$ cat config.mk
export PLATFORM = sky130hd
export DESIGN_NAME = dual_line_intc
export DESIGN_NICKNAME = d
export VERILOG_FILES = /design/src/rtl/dlic_pkg.sv /design/src/rtl/dlic_mask_reg.sv /design/src/rtl/dlic_line_out.sv /design/src/rtl/dlic_rd_mux.sv /design/src/rtl/dual_line_intc.sv
export SDC_FILE = /design/constraint.sdc
export NUM_CORES = 1
export LEC_CHECK = 0
export CAP_MARGIN = 20
export CORE_MARGIN = 3
export CORE_UTILIZATION = 30
export CTS_CLUSTER_SIZE = 12
export DETAILED_ROUTE_END_ITERATION = 8
export PLACE_DENSITY = 0.52
export SYNTH_ARGS = -nofsm -noshare
export SYNTH_HDL_FRONTEND = slang
export SYNTH_SLANG_ARGS = --single-unit
$ cat constraint.sdc
create_clock -name clk -period 2.4 [get_ports clk]
set_clock_uncertainty 0.1 [all_clocks]
set_input_delay 0.48 -clock clk [delete_from_list [all_inputs] [get_ports clk]]
set_output_delay 0.48 -clock clk [all_outputs]
set_load 0.02 [all_outputs]
$ cat src/rtl/dlic_pkg.sv
package dlic_pkg;
  localparam int unsigned W_IRQ_STAT  = 0;
  localparam int unsigned W_IRQ_RAW   = 1;
  localparam int unsigned W_IRQ_SET   = 2;
  localparam int unsigned W_IRQ_CLR   = 3;
  localparam int unsigned W_SW_SET    = 4;
  localparam int unsigned W_SW_CLR    = 5;
  localparam int unsigned W_FIQ_STAT  = 8;
  localparam int unsigned W_FIQ_RAW   = 9;
  localparam int unsigned W_FIQ_SET   = 10;
  localparam int unsigned W_FIQ_CLR   = 11;

  typedef struct packed {
    logic irq_set;
    logic irq_clr;
    logic fiq_set;
    logic fiq_clr;
    logic sw_set;
    logic sw_clr;
  } wr_dec_t;
endpackage

$ cat src/rtl/dlic_mask_reg.sv
module dlic_mask_reg #(
  parameter int unsigned W = 32
) (
  input  logic         clk,
  input  logic         rst,
  input  logic         set_we,
  input  logic         clr_we,
  input  logic [W-1:0] wdata,
  output logic [W-1:0] mask
);
  always_ff @(posedge clk) begin
    if (rst)         mask <= '0;
    else if (set_we) mask <= mask | wdata;
    else if (clr_we) mask <= mask & ~wdata;
  end


  mask_set_chk: assert property (@(posedge clk) disable iff (rst)
    set_we |=> ((mask & $past(wdata)) == $past(wdata)));

  mask_clr_chk: assert property (@(posedge clk) disable iff (rst)
    (clr_we && !set_we) |=> ((mask & $past(wdata)) == '0));

  mask_hold_chk: assert property (@(posedge clk) disable iff (rst)
    (!set_we && !clr_we) |=> $stable(mask));
endmodule

$ cat src/rtl/dlic_line_out.sv
module dlic_line_out #(
  parameter int unsigned W = 32
) (
  input  logic         clk,
  input  logic         rst,
  input  logic [W-1:0] pend,
  input  logic [W-1:0] mask,
  output logic [W-1:0] masked,
  output logic         line_q
);
  assign masked = pend & mask;

  always_ff @(posedge clk) begin
    if (rst) line_q <= 1'b0;
    else     line_q <= |masked;
  end


  line_quiet_chk: assert property (@(posedge clk) disable iff (rst)
    (mask == '0) |=> !line_q);

  line_idle_chk: assert property (@(posedge clk) disable iff (rst)
    (pend == '0) |=> !line_q);
endmodule

$ cat src/rtl/dlic_rd_mux.sv
module dlic_rd_mux
  import dlic_pkg::*;
#(
  parameter int unsigned W  = 32,
  parameter int unsigned AW = 4
) (
  input  logic          clk,
  input  logic          rst,
  input  logic          rd_en,
  input  logic [AW-1:0] addr,
  input  logic [W-1:0]  pend,
  input  logic [W-1:0]  irq_mask,
  input  logic [W-1:0]  fiq_mask,
  input  logic [W-1:0]  irq_masked,
  input  logic [W-1:0]  fiq_masked,
  input  logic          sw_latch,
  output logic [W-1:0]  rd_data
);
  logic [W-1:0] sel;

  always_comb begin
    sel = '0;
    if (addr == AW'(W_IRQ_STAT))      sel = irq_masked;
    else if (addr == AW'(W_IRQ_RAW))  sel = pend;
    else if (addr == AW'(W_IRQ_SET))  sel = irq_mask;
    else if (addr == AW'(W_SW_SET))   sel = {{(W-1){1'b0}}, sw_latch};
    else if (addr == AW'(W_FIQ_STAT)) sel = fiq_masked;
    else if (addr == AW'(W_FIQ_RAW))  sel = pend;
    else if (addr == AW'(W_FIQ_SET))  sel = fiq_mask;
  end

  always_ff @(posedge clk) begin
    if (rst)        rd_data <= '0;
    else if (rd_en) rd_data <= sel;
    else            rd_data <= '0;
  end


  rd_idle_chk: assert property (@(posedge clk) disable iff (rst)
    !rd_en |=> (rd_data == '0));

  rd_wo_chk: assert property (@(posedge clk) disable iff (rst)
    (rd_en && (addr == AW'(W_IRQ_CLR) || addr == AW'(W_SW_CLR) ||
               addr == AW'(W_FIQ_CLR))) |=> (rd_data == '0));
endmodule

$ cat src/rtl/dual_line_intc.sv
module dual_line_intc
  import dlic_pkg::*;
#(
  parameter int unsigned NSRC = 32,
  parameter int unsigned AW   = 4
) (
  input  logic            clk,
  input  logic            rst,
  input  logic [NSRC-1:0] src_i,
  input  logic            wr_en,
  input  logic            rd_en,
  input  logic [AW-1:0]   addr,
  input  logic [NSRC-1:0] wr_data,
  output logic [NSRC-1:0] rd_data,
  output logic            irq_o,
  output logic            fiq_o
);
  wr_dec_t         dec;
  logic            sw_latch;
  logic [NSRC-1:0] pend;
  logic [NSRC-1:0] irq_mask, fiq_mask;
  logic [NSRC-1:0] irq_masked, fiq_masked;

  always_comb begin
    dec         = '0;
    dec.irq_set = wr_en && (addr == AW'(W_IRQ_SET));
    dec.irq_clr = wr_en && (addr == AW'(W_IRQ_CLR));
    dec.fiq_set = wr_en && (addr == AW'(W_FIQ_SET));
    dec.fiq_clr = wr_en && (addr == AW'(W_FIQ_CLR));
    dec.sw_set  = wr_en && (addr == AW'(W_SW_SET));
    dec.sw_clr  = wr_en && (addr == AW'(W_SW_CLR));
  end

  always_ff @(posedge clk) begin
    if (rst)             sw_latch <= 1'b0;
    else if (dec.sw_set) sw_latch <= 1'b1;
    else if (dec.sw_clr) sw_latch <= 1'b0;
  end

  assign pend = src_i | {{(NSRC-1){1'b0}}, sw_latch};

  dlic_mask_reg #(.W(NSRC)) u_irq_mask (
    .clk(clk), .rst(rst), .set_we(dec.irq_set), .clr_we(dec.irq_clr),
    .wdata(wr_data), .mask(irq_mask));

  dlic_mask_reg #(.W(NSRC)) u_fiq_mask (
    .clk(clk), .rst(rst), .set_we(dec.fiq_set), .clr_we(dec.fiq_clr),
    .wdata(wr_data), .mask(fiq_mask));

  dlic_line_out #(.W(NSRC)) u_irq_line (
    .clk(clk), .rst(rst), .pend(pend), .mask(irq_mask),
    .masked(irq_masked), .line_q(irq_o));

  dlic_line_out #(.W(NSRC)) u_fiq_line (
    .clk(clk), .rst(rst), .pend(pend), .mask(fiq_mask),
    .masked(fiq_masked), .line_q(fiq_o));

  dlic_rd_mux #(.W(NSRC), .AW(AW)) u_rd (
    .clk(clk), .rst(rst), .rd_en(rd_en), .addr(addr), .pend(pend),
    .irq_mask(irq_mask), .fiq_mask(fiq_mask), .irq_masked(irq_masked),
    .fiq_masked(fiq_masked), .sw_latch(sw_latch), .rd_data(rd_data));


  sw_set_chk: assert property (@(posedge clk) disable iff (rst)
    dec.sw_set |=> sw_latch);

  sw_clr_chk: assert property (@(posedge clk) disable iff (rst)
    dec.sw_clr |=> !sw_latch);

  pend_src_chk: assert property (@(posedge clk) disable iff (rst)
    ((pend & src_i) == src_i));
endmodule

# Word level (Yosys, flattened, before mapping)
# Cells that the tools add are included.
[word_totals]
regBits = 99
out_inout_bits = 34
word_cells = 50
input_bits = 72
[classes]
muxes = 13
reduce_logical = 13
n_bitwise = 9
eq_ne = 9
[op_table]
columns = ["operator", "count"]
rows = [
  ["$mux 32", 11],
  ["$and 32x32->32", 4],
  ["$or 32x32->32", 2],
  ["$reduce_or 32->1", 2],
  ["$not 32->32", 1],
  ["$or 32x1->32", 1],
  ["$eq 4x4->1 const B", 4],
  ["$eq 4x2->1 const B", 2],
  ["$eq 4x3->1 const B", 2],
  ["$logic_and 1x1->1", 6],
  ["$reduce_bool 2->1", 3],
  ["$eq 4x1->1 const B", 1],
  ["$logic_not 4->1", 1],
  ["$mux 1", 2],
  ["$reduce_or 2->1", 1],
  ["$not 1->1", 1],
]

# Depth between registers and ports, before layout
# Gate-level depths: netlist of run 1.
[depth]
depth_word = 8
ltp_mapped = 7
mapped_depth_nobuf = 4

# Hierarchy
# Synthesis of run 1 repeated with hierarchy kept, for this count alone.
[unflattened]
cells_unflattened = 722
area_unflattened_um2 = 6261.0
[modules_own_cells]
columns = ["module", "instances", "area_each_um2", "cells_per_inst"]
rows = [
  ["dlic_mask_reg", 2, 1410.1, 137],
  ["dlic_rd_mux", 1, 2738.9, 348],
  ["dlic_line_out", 2, 300.3, 44],
  ["dual_line_intc", 1, 101.3, 12],
]

# Least setup slack after synthesis of run 1
# Ideal clock, no wire load.
[synth_path]
path_type = "input to register"
start = "in addr[2]"
end = "reg (tool-made name)"
cell_stages = 4
setup_slack_ns = 0.729
required_time_ns = 2.158
t_arrival_ns = 1.428
setup_time_ns = 0.142
cell_sequence = "clkbuf_1 -> nor3_4 -> clkbuf_1 -> a311oi_1"
[synth_lines]
columns = ["element", "line", "text"]
rows = [
  ["start: declaration", "dual_line_intc.sv:12", "input logic [AW-1:0] addr,"],
]

==> results of run 1 <==
-- worst max path at each step --
stage	startpoint	to	slack [ns]	depth (start not counted)
detailed placement	addr[1]	register	0.14	6
global route	addr[1]	register	0.32	6
floorplan	addr[2]	register	0.73	4
finish	addr[1]	register	0.47	6
global placement	addr[1]	register	0.20	6
CTS	u_irq_line.line_q$_SDFF_PP0_	irq_o	0.49	1
-- cells in the final DEF (no fill, tap or decap), types with 2 or more instances in the layout --
master             n
buf_2              3
nor4_1             2
clkdlybuf4s50_1  102
clkbuf_16          9
a311oi_1          64
a21oi_1           67
o22ai_1           31
clkbuf_1           2
buf_4              7
nor3_1             4
a22oi_1           28
a222oi_1           2
buf_12             5
nand3_1            2
mux2_2            31
nand4_1            6
o21ai_0            3
clkbuf_8           2
dfxtp_1           99
nor2_1            34
-- metal layers --
metal	share of wire [%]	GRT usage (%)	vias to the layer above
li1	-	-	1886
met1	47	25.62	1835
met2	45	27.95	138
met3	6.9	3.678	12
met4	1.2	5.744	0
met5	0	0	-
-- critical path: cells and delay by family --
family	cells	cell delay [ns]
buf+inv	2	0.81
compound gates	2	0.38
simple gates	2	0.37
-- area by class of cell --
cell class,count,share of cell area (%)
Sequential cell,99,34.98
Multi-Input combinational cell,283,34.74
Timing Repair Buffer,117,20.98
Tap cell,176,3.887
Clock buffer,13,4.594
Clock inverter,3,0.8171
-- metrics by stage --
stage / setup WS (ns) / hold slack, ns
after CTS: 0.4924 / 0.3391
after global routing: 0.3176 / 0.3740
final: 0.4700 / 0.3523
after floorplan: 0.7294 / 0.3978
after detailed placement: 0.1373 / 0.4229
after global placement: 0.1964 / 0.4096
-- power groups by stage --
stage	Clock (mW)	Sequential [mW]	Combinational (mW)
2_1_floorplan	0	1.76	0.190
3_3_place_gp	0	1.74	0.461
3_5_place_dp	0	1.74	0.462
4_1_cts	1.53	1.71	0.464
5_1_grt	1.60	1.71	0.502
6_report	1.50	1.71	0.466
-- cell families (layout without fill, tap and decap cells) --
logic type	Yosys count	in the layout	share of synthesized area, %
compound gates	198	198	32.73
buf+inv	43	133	5.059
flops	99	99	47.70
mux	31	31	8.401
simple gates	54	54	6.113
==> results by group, run 1 <==
Setup path
  – Reg2Reg Capture Point: u_fiq_line.line_q$_SDFF_PP0_
  – Crit start category: primary input
  – Reg2reg path depth: 4
  – Worst Setup End Kind: register
  – Critical path class: in2reg
  – Cells along the critical path: clkdlybuf4s50_1, nand2_2, nor3b_2, buf_12, a21oi_1, a311oi_1
  – CP max stage delay: 0.52 ns
  – WP data arrival: roughly 2.1 ns
  – R2R Setup Slk: approximately 0.9 ns
  – Critical Path Fanout Max: 60
  – Worst endpoint required time: 2.55 ns
  – Slowest stage cell on the critical path: clkdlybuf4s50_1

Hold path
  – Number of cells on the worst hold path: 3
  – Worst Hold Path EP: u_rd.rd_data[0]$_SDFF_PP0_
  – Min-delay src: rst
  – Worst Hold Class: in2reg

Power and ir drop
  – Pleak: 1.841 nW
  – Reg power frac: 46.5%
  – Max rail drop VDD: 0.0003297 V
  – Switching fraction of total power: 24.46%
  – PD cells: 648.0 nW/um2
  – P_int: 2.773 mW
  – Logic pwr share: 12.7%
  – Pwr Total: 3.671 mW
  – Sw Pwr: 0.8978 mW
  – Power share of the clock group: about two fifths

Placement
  – Post-DP Area: between 5000 and 6000 um2
  – Placed Cells incl. Taps: 675
  – Number of port buffers: 105
  – GPL Wtd Cong: 0.8044
  – Post-DP HPWL: 9044 um

Finish
  – Final core utilization: 42.28%
  – Share of layout cells above drive strength 1: 12.23%
  – Fillers: roughly 1300
  – Antenna cells: 0
  – Area of the multi-input gates: 1968 um2
  – Area delta synth->final: 36.34%
  – Storage cell area: 1982 um2
  – Fin nets: 582
  – Fin cells: 691
  – Final Cell Area: 5665 um2

Route
  – Routed vias/inst: 5.602
  – Vias after detailed routing: 3871
  – DR iter-0 viols: 397
  – DR pass1 iterations: 5
  – DRC viols: 0
  – Post-Route WL: between 10000 and 15000 um
  – Average wire per standard cell: 19.64 um
  – DRT antenna net count: 0

Floorplan
  – Core footprint: about 13000 um2
  – Io pins: 106
  – Die area: around 15000 um2
  – Chip height: approximately 120 um
  – Initial Util: a little under a third
  – Chip Width: roughly 120 um
  – Rows: 42

Synthesis
  – Synth Register Bits: 99
  – YS warnings: 0
  – Sequential share of the synthesized area: 47.70%
  – Area contributors post-synth: dfxtp_1 (48%), a311oi_1 (13%), mux2_2 (8.4%)
  – Share of the synthesized area in the top cell type: 47.70%
  – Synth async-reset ratio: 0%
  – Syn_nets: 497
  – Yosys top cell by area: dfxtp_1
  – Post-Synthesis Cells: 425
  – Cell variety after synth: 27
  – Top_reg_cell synth: dfxtp_1
  – Most frequent cells after synthesis: dfxtp_1 (99), a21oi_1 (67), a311oi_1 (64)
  – Post-Syn Area: 4155 um2
  – Syn avg cell area: between 9 and 10 um2
  – EDFF count, synth: 0
  – Count leader, synth: dfxtp_1

STA
  – Final hold vios: 0
  – Final Cycle Share: 80.42%
  – Setup violators final: 0
  – Fmax: about 0.52 GHz
  – Slew HR: about half
  – Fin. max-slew vios: 0
  – Min Tclk post-route: a little under 2 ns
  – RSZ-0062 raised after global routing: false
  – Worst-margin pin slew: between 0.7 and 0.8 ns
  – Setup TNS: 0 ns

CTS
  – Clock root buffer master: clkbuf_16
  – Post-CTS resize count: 0
  – Clock buffer count from CTS: 9
  – Clock sink count: 99
  – CTS clk-pin slew, worst paths: 0.07 ns
  – Clock latency on the worst-skew pair: 0.35 ns
  – Clock buffer depth: 2
  – Htree depth: 3
  – Hold Buf Count CTS: 0
  – CTS tree: yes
  – Post-CTS setup buffer count: 0

Global route
  – Initial antenna violation count: 0
  – First-pass GRT wire length: 21380 um
  – GRT Residual Overflow: 0
  – Largest net degree at the start of global routing: 89
  – GRT Util Overall: roughly 18%
  – Vias in the first global route: ~3700

Run status
  – Outcome: completed

Job
  – Max-cap violation count: 0
Note: power is estimated with default switching activity, not from simulation.
==> inputs of run 2 (changes only) <==
Clock period 2.4 ns to 2.01 ns, I/O delays scaled along.
==> run 2 against run 1 <==
  * Critical path depth down 5
  * First-iteration DRC count is 6.3% lower
  * Die area unchanged
  * Global-route usage is 0.15 points higher
  * Flip-flop and latch count stayed put
  * Clock-buffer cell count decreased by 1
  * Clock power rose by 19%
  * Total power is 20% higher
  * Final cell count is 1.9% higher
  * Combinational power up 24%
  * Non-clock buffer count grew 14
==> results by group, run 2 (synthesis gave the netlist of run 1 again) <==
CTS
  – Clock latency on the worst-skew pair: 0.35 ns (about the same)
  – Clock sink count: 99 (unchanged)
  – Post-CTS setup buffer count: 0 (unchanged)
  – Clock buffer depth: 2 (unchanged)
  – Htree depth: 3 (unchanged)
  – Hold Buf Count CTS: 0 (unchanged)
  – Clock root buffer master: clkbuf_16
  – CTS clk-pin slew, worst paths: 0.07 ns (about the same)
  – CTS tree: yes
  – Clock buffer count from CTS: 9 (unchanged)
  – Post-CTS resize count: 0 (unchanged)

Route
  – Routed vias/inst: 5.536 (-1.2%)
  – DR iter-0 viols: 372 (-6.3%)
  – Average wire per standard cell: 19.69 um (+0.29%)
  – Vias after detailed routing: 3897 (+0.67%)
  – DRT antenna net count: 0 (unchanged)
  – Post-Route WL: 13860 um (+2.2%)
  – DRC viols: 0 (unchanged)
  – DR pass1 iterations: 4 (-1)

Placement
  – Number of port buffers: 105 (unchanged)
  – Post-DP HPWL: 9629 um (+6.5%)
  – Dpl ws: -0.1483 ns (-0.2856 ns)
  – Post-DP Area: 5489 um2 (+2.4%)
  – GPL Wtd Cong: 0.8382 (+4.2%)
  – Placed Cells incl. Taps: 689 (+2.1%)

Floorplan
  – Io pins: 106 (unchanged)
  – Core footprint: 13400 um2 (unchanged)
  – Rows: 42 (unchanged)
  – Chip Width: 123.7 um (unchanged)
  – Die area: 15300 um2 (unchanged)
  – Chip height: 123.7 um (unchanged)
  – Initial Util: 31.01% (unchanged)

STA
  – Final hold vios: 0 (unchanged)
  – Fmax: 0.5441 GHz
  – Slew HR: 49.02% (-1.8 points)
  – Final Cycle Share: 91.44%
  – Fin. max-slew vios: 0 (unchanged)
  – Setup violators final: 0 (unchanged)
  – RSZ-0062 raised after global routing: false
  – Worst-margin pin slew: 0.7646 ns (+0.02657 ns)
  – Min Tclk post-route: 1.838 ns
  – PnR worst setup slack: 0.1720 ns (-0.2980 ns)

Setup path
  – Slowest stage cell on the critical path: clkdlybuf4s50_1
  – CP max stage delay: 0.62 ns (+0.10 ns)
  – Cells along the critical path: clkdlybuf4s50_1
  – Worst endpoint required time: 1.51 ns (-1.04 ns)
  – Crit path max-delay family: buffers and inverters
  – Critical path class: reg2out
  – Bufs and invs on worst path: 1 (-1)
  – WP data arrival: 1.34 ns (-0.74 ns)
  – Critical Path Fanout Max: 1 (-98%)
  – Crit start category: register
  – Worst Setup End Kind: output pin

Power and ir drop
  – Pleak: 1.920 nW (+4.3%)
  – PD cells: 760.4 nW/um2 (+17%)
  – Max rail drop VDD: 0.0004412 V (+34%)

Run status
  – Outcome: completed

Finish
  – Fin cells: 704 (+1.9%)
  – Most frequent cells in the layout: clkdlybuf4s50_1 (102), dfxtp_1 (99), a21oi_1 (67)
  – Area delta synth->final: 39.42%
  – Fin nets: 596 (+2.4%)
  – Final Cell Area: 5793 um2 (+2.3%)
  – Share of layout cells above drive strength 1: 14.61% (+2.4 points)
  – Most common cell after layout, fill and taps aside: clkdlybuf4s50_1
  – Final core utilization: 43.23% (+0.95 points)

Global route
  – First-pass GRT wire length: 21500 um (+0.55%)
  – Largest net degree at the start of global routing: 88 (-1.1%)
  – Vias in the first global route: 3858 (+3.4%)
  – Initial antenna violation count: 1 (+1)
  – GRT Residual Overflow: 0 (unchanged)
  – GRT Util Overall: 18.34% (+0.15 points)

Job
  – Max-cap violation count: 0 (unchanged)

Hold path
  – Worst Hold Class: in2reg
-- run 2: cell count changes in the layout (fill, tap and decap cells not counted), sizes merged --
cell / change
diode: +1
clkbuf: -1
buf: +14
clkinvlp: -1
-- run 2: routing by layer --
layer,wire (um),share of wire (%),track usage [%]
met3,873,6.3,5.359
met5,0,0,0
met4,198,1.4,4.844
met2,6357,46,28.79
met1,6433,46,24.69
-- run 2: worst paths after layout --
check	cells past startpoint	startpoint	end	slack, ns
hold reg to reg	2	register	register	0.43
setup reg to reg	4	register	u_irq_line.line_q$_SDFF_PP0_	0.59
hold / removal	3	rst	u_rd.rd_data[0]$_SDFF_PP0_	0.27
setup / recovery	1	u_irq_line.line_q$_SDFF_PP0_	irq_o	0.17
-- run 2: power breakdown --
group,internal (mW),switching (mW)
Combinational,0.283,0.295
Clock,1.05,0.734
Sequential,2.01,0.0318
-- run 2: metrics by stage --
| stage | total power [mW] | setup TNS (ns) | hold slack, ns |
|---|---|---|---|
| detailed placement | 2.657 | -3.171 | 0.4227 |
| finish | 4.405 | 0 | 0.2696 |
| CTS | 4.438 | 0 | 0.2581 |
| global placement | 2.653 | -1.248 | 0.4099 |
| floorplan | 2.324 | 0 | 0.3978 |
| global route | 4.554 | 0 | 0.2833 |
-- run 2: area by class of cell --
class	count	area (um2)
well taps	176	220.2
diodes	1	2.502
flip-flops and latches	99	1982
repair buffers	131	1319
clock inverters	2	35.03
clock buffers	12	266.5
fillers	1296	7607
multi-input cells	283	1968
==> inputs of run 3 (changes only) <==
Settings changed: CORE_ASPECT_RATIO set to 0.75.
==> run 3 against run 2 <==
  * Fmax about the same
  * Clock-buffer cell count decreased by 2
  * Total power increased by 4.3%
  * Highest routed layer unchanged
==> results by group, run 3 (synthesis gave the netlist of run 1 again) <==
Global route
  – GRT Residual Overflow: 0 (unchanged)
  – First-pass GRT wire length: 21780 um (+1.3%)
  – Vias in the first global route: 3784 (-1.9%)
  – Initial antenna violation count: 0 (-1)
  – Largest net degree at the start of global routing: 68 (-23%)
  – GRT Util Overall: 18.13% (-0.21 points)

Setup path
  – Critical path class: reg2out
  – Cells along the critical path: clkdlybuf4s50_1
  – Worst endpoint required time: 1.51 ns (about the same)
  – Critical Path Fanout Max: 1 (unchanged)
  – Worst Setup End Kind: output pin
  – Slowest stage cell on the critical path: clkdlybuf4s50_1
  – WP data arrival: 1.34 ns (about the same)
  – Crit start category: register
  – Bufs and invs on worst path: 1 (unchanged)
  – Crit path max-delay family: buffers and inverters
  – CP max stage delay: 0.62 ns (about the same)

Floorplan
  – Core footprint: 13240 um2 (-1.2%)
  – Io pins: 106 (unchanged)
  – Rows: 36 (-14%)
  – Chip height: 107.9 um (-13%)
  – Die area: 15310 um2 (about the same)
  – Chip Width: 141.9 um (+15%)
  – Initial Util: 31.38% (+0.37 points)

Route
  – Routed vias/inst: 5.604 (+1.2%)
  – DRT antenna net count: 0 (unchanged)
  – DR iter-0 viols: 401 (+7.8%)
  – DR pass1 iterations: 5 (+1)
  – DRC viols: 0 (unchanged)
  – Vias after detailed routing: 3917 (+0.51%)
  – Average wire per standard cell: 19.74 um (+0.26%)
  – Post-Route WL: 13800 um (-0.45%)

STA
  – Min Tclk post-route: 1.840 ns (+0.001624 ns)
  – RSZ-0062 raised after global routing: false
  – Fin. max-slew vios: 0 (unchanged)
  – Setup TNS: 0 ns (unchanged)
  – Hold Worst Slack: 0.3405 ns (+0.07089 ns)
  – Setup violators final: 0 (unchanged)
  – Final hold vios: 0 (unchanged)
  – Worst-margin pin slew: 0.7235 ns (-0.04114 ns)
  – Fmax: 0.5436 GHz (about the same)
  – Slew HR: 51.77% (+2.7 points)
  – Final Cycle Share: 91.53% (about the same)

CTS
  – Clock buffer depth: 2 (unchanged)
  – Hold Buf Count CTS: 0 (unchanged)
  – CTS tree: yes
  – Clock sink count: 99 (unchanged)
  – CTS clk-pin slew, worst paths: 0.07 ns (about the same)
  – Post-CTS resize count: 0 (unchanged)
  – Post-CTS setup buffer count: 0 (unchanged)
  – Clock root buffer master: clkbuf_16
  – Clock latency on the worst-skew pair: 0.34 ns (about the same)
  – Clock buffer count from CTS: 9 (unchanged)
  – Htree depth: 3 (unchanged)

Run status
  – Outcome: completed

Finish
  – Most frequent cells in the layout: clkdlybuf4s50_1 (102), dfxtp_1 (99), a21oi_1 (67)
  – Share of layout cells above drive strength 1: 14.58% (-0.028 points)
  – Fillers: 1255 (-3.2%)
  – Antenna cells: 0 (-1)
  – Most common cell after layout, fill and taps aside: clkdlybuf4s50_1
  – Area of the multi-input gates: 1968 um2 (unchanged)
  – Area delta synth->final: 39.42% (unchanged)
  – Storage cell area: 1982 um2 (unchanged)
  – Fin nets: 595 (-0.17%)
  – Final Cell Area: 5793 um2 (unchanged)

Power and ir drop
  – Switching fraction of total power: 23.64% (-0.45 points)
  – P_int: 3.507 mW (+4.9%)
  – Pleak: 1.916 nW (-0.23%)
  – Logic pwr share: 12.5% (-0.6 points)
  – Reg power frac: 44.4% (-1.9 points)
  – Power share of the clock group: 43.1% (+2.6 points)
  – Max rail drop VDD: 0.0004120 V (-6.6%)
  – Sw Pwr: 1.086 mW (+2.3%)
  – PD cells: 792.8 nW/um2 (+4.3%)

Placement
  – Post-DP Area: 5450 um2 (-0.71%)
  – Post-DP HPWL: 9857 um (+2.4%)
  – Number of port buffers: 105 (unchanged)
  – GPL Wtd Cong: 0.8901 (+6.2%)

Hold path
  – Worst Hold Class: in2reg

Job
  – Max-cap violation count: 0 (unchanged)
## run 3: cell count changes in the layout (fill, tap and decap cells not counted), sizes merged
cell | previous run | this run
bufinv | 1 | 3
clkbuf | 12 | 10
clkinvlp | 0 | 2
buf | 29 | 28
diode | 1 | 0
## run 3: per-stage QoR
step                      std cells  utilization (%)  setup slack [ns]  total power [mW]
after floorplan                 425                -            0.4174             2.324
after global placement          683            41.16          -0.09264             2.650
after detailed placement        683            41.16           -0.1470             2.654
after CTS                       699            43.75            0.1857             4.626
after global routing            699            43.75           0.06622             4.753
final                           699            43.75            0.1703             4.593
## run 3: cell type report
class	instances	share of cell area, %
clock buffers	10	3.952
clock inverters	6	1.965
multi-input cells	283	33.97
flip-flops and latches	99	34.21
well taps	171	3.693
repair buffers	130	22.20
## run 3: final timing paths
path / end / cells after the start / start / slack (ns)
worst max-delay path: irq_o / 1 / u_irq_line.line_q$_SDFF_PP0_ / 0.17
worst min register to register: register / 2 / register / 0.43
worst min-delay path: u_rd.rd_data[0]$_SDFF_PP0_ / 3 / rst / 0.34
worst max register to register: u_irq_line.line_q$_SDFF_PP0_ / 4 / register / 0.62
## run 3: power by group through the flow
stage	clock network (mW)	registers [mW]	logic (mW)
final	1.98	2.04	0.574
after global placement	0	2.08	0.568
after global routing	2.09	2.04	0.617
after detailed placement	0	2.08	0.570
after CTS	2.01	2.04	0.574
after floorplan	0	2.10	0.226
## run 3: per-layer routing
layer  GRT usage [%]  part of all wire [%]  vias to the layer above
met5               0                     0                        -
met4           3.973                   1.1                        0
met3           4.574                   7.3                       14
li1                -                     -                     1900
met1           27.18                    49                     1843
met2           26.08                    42                      160
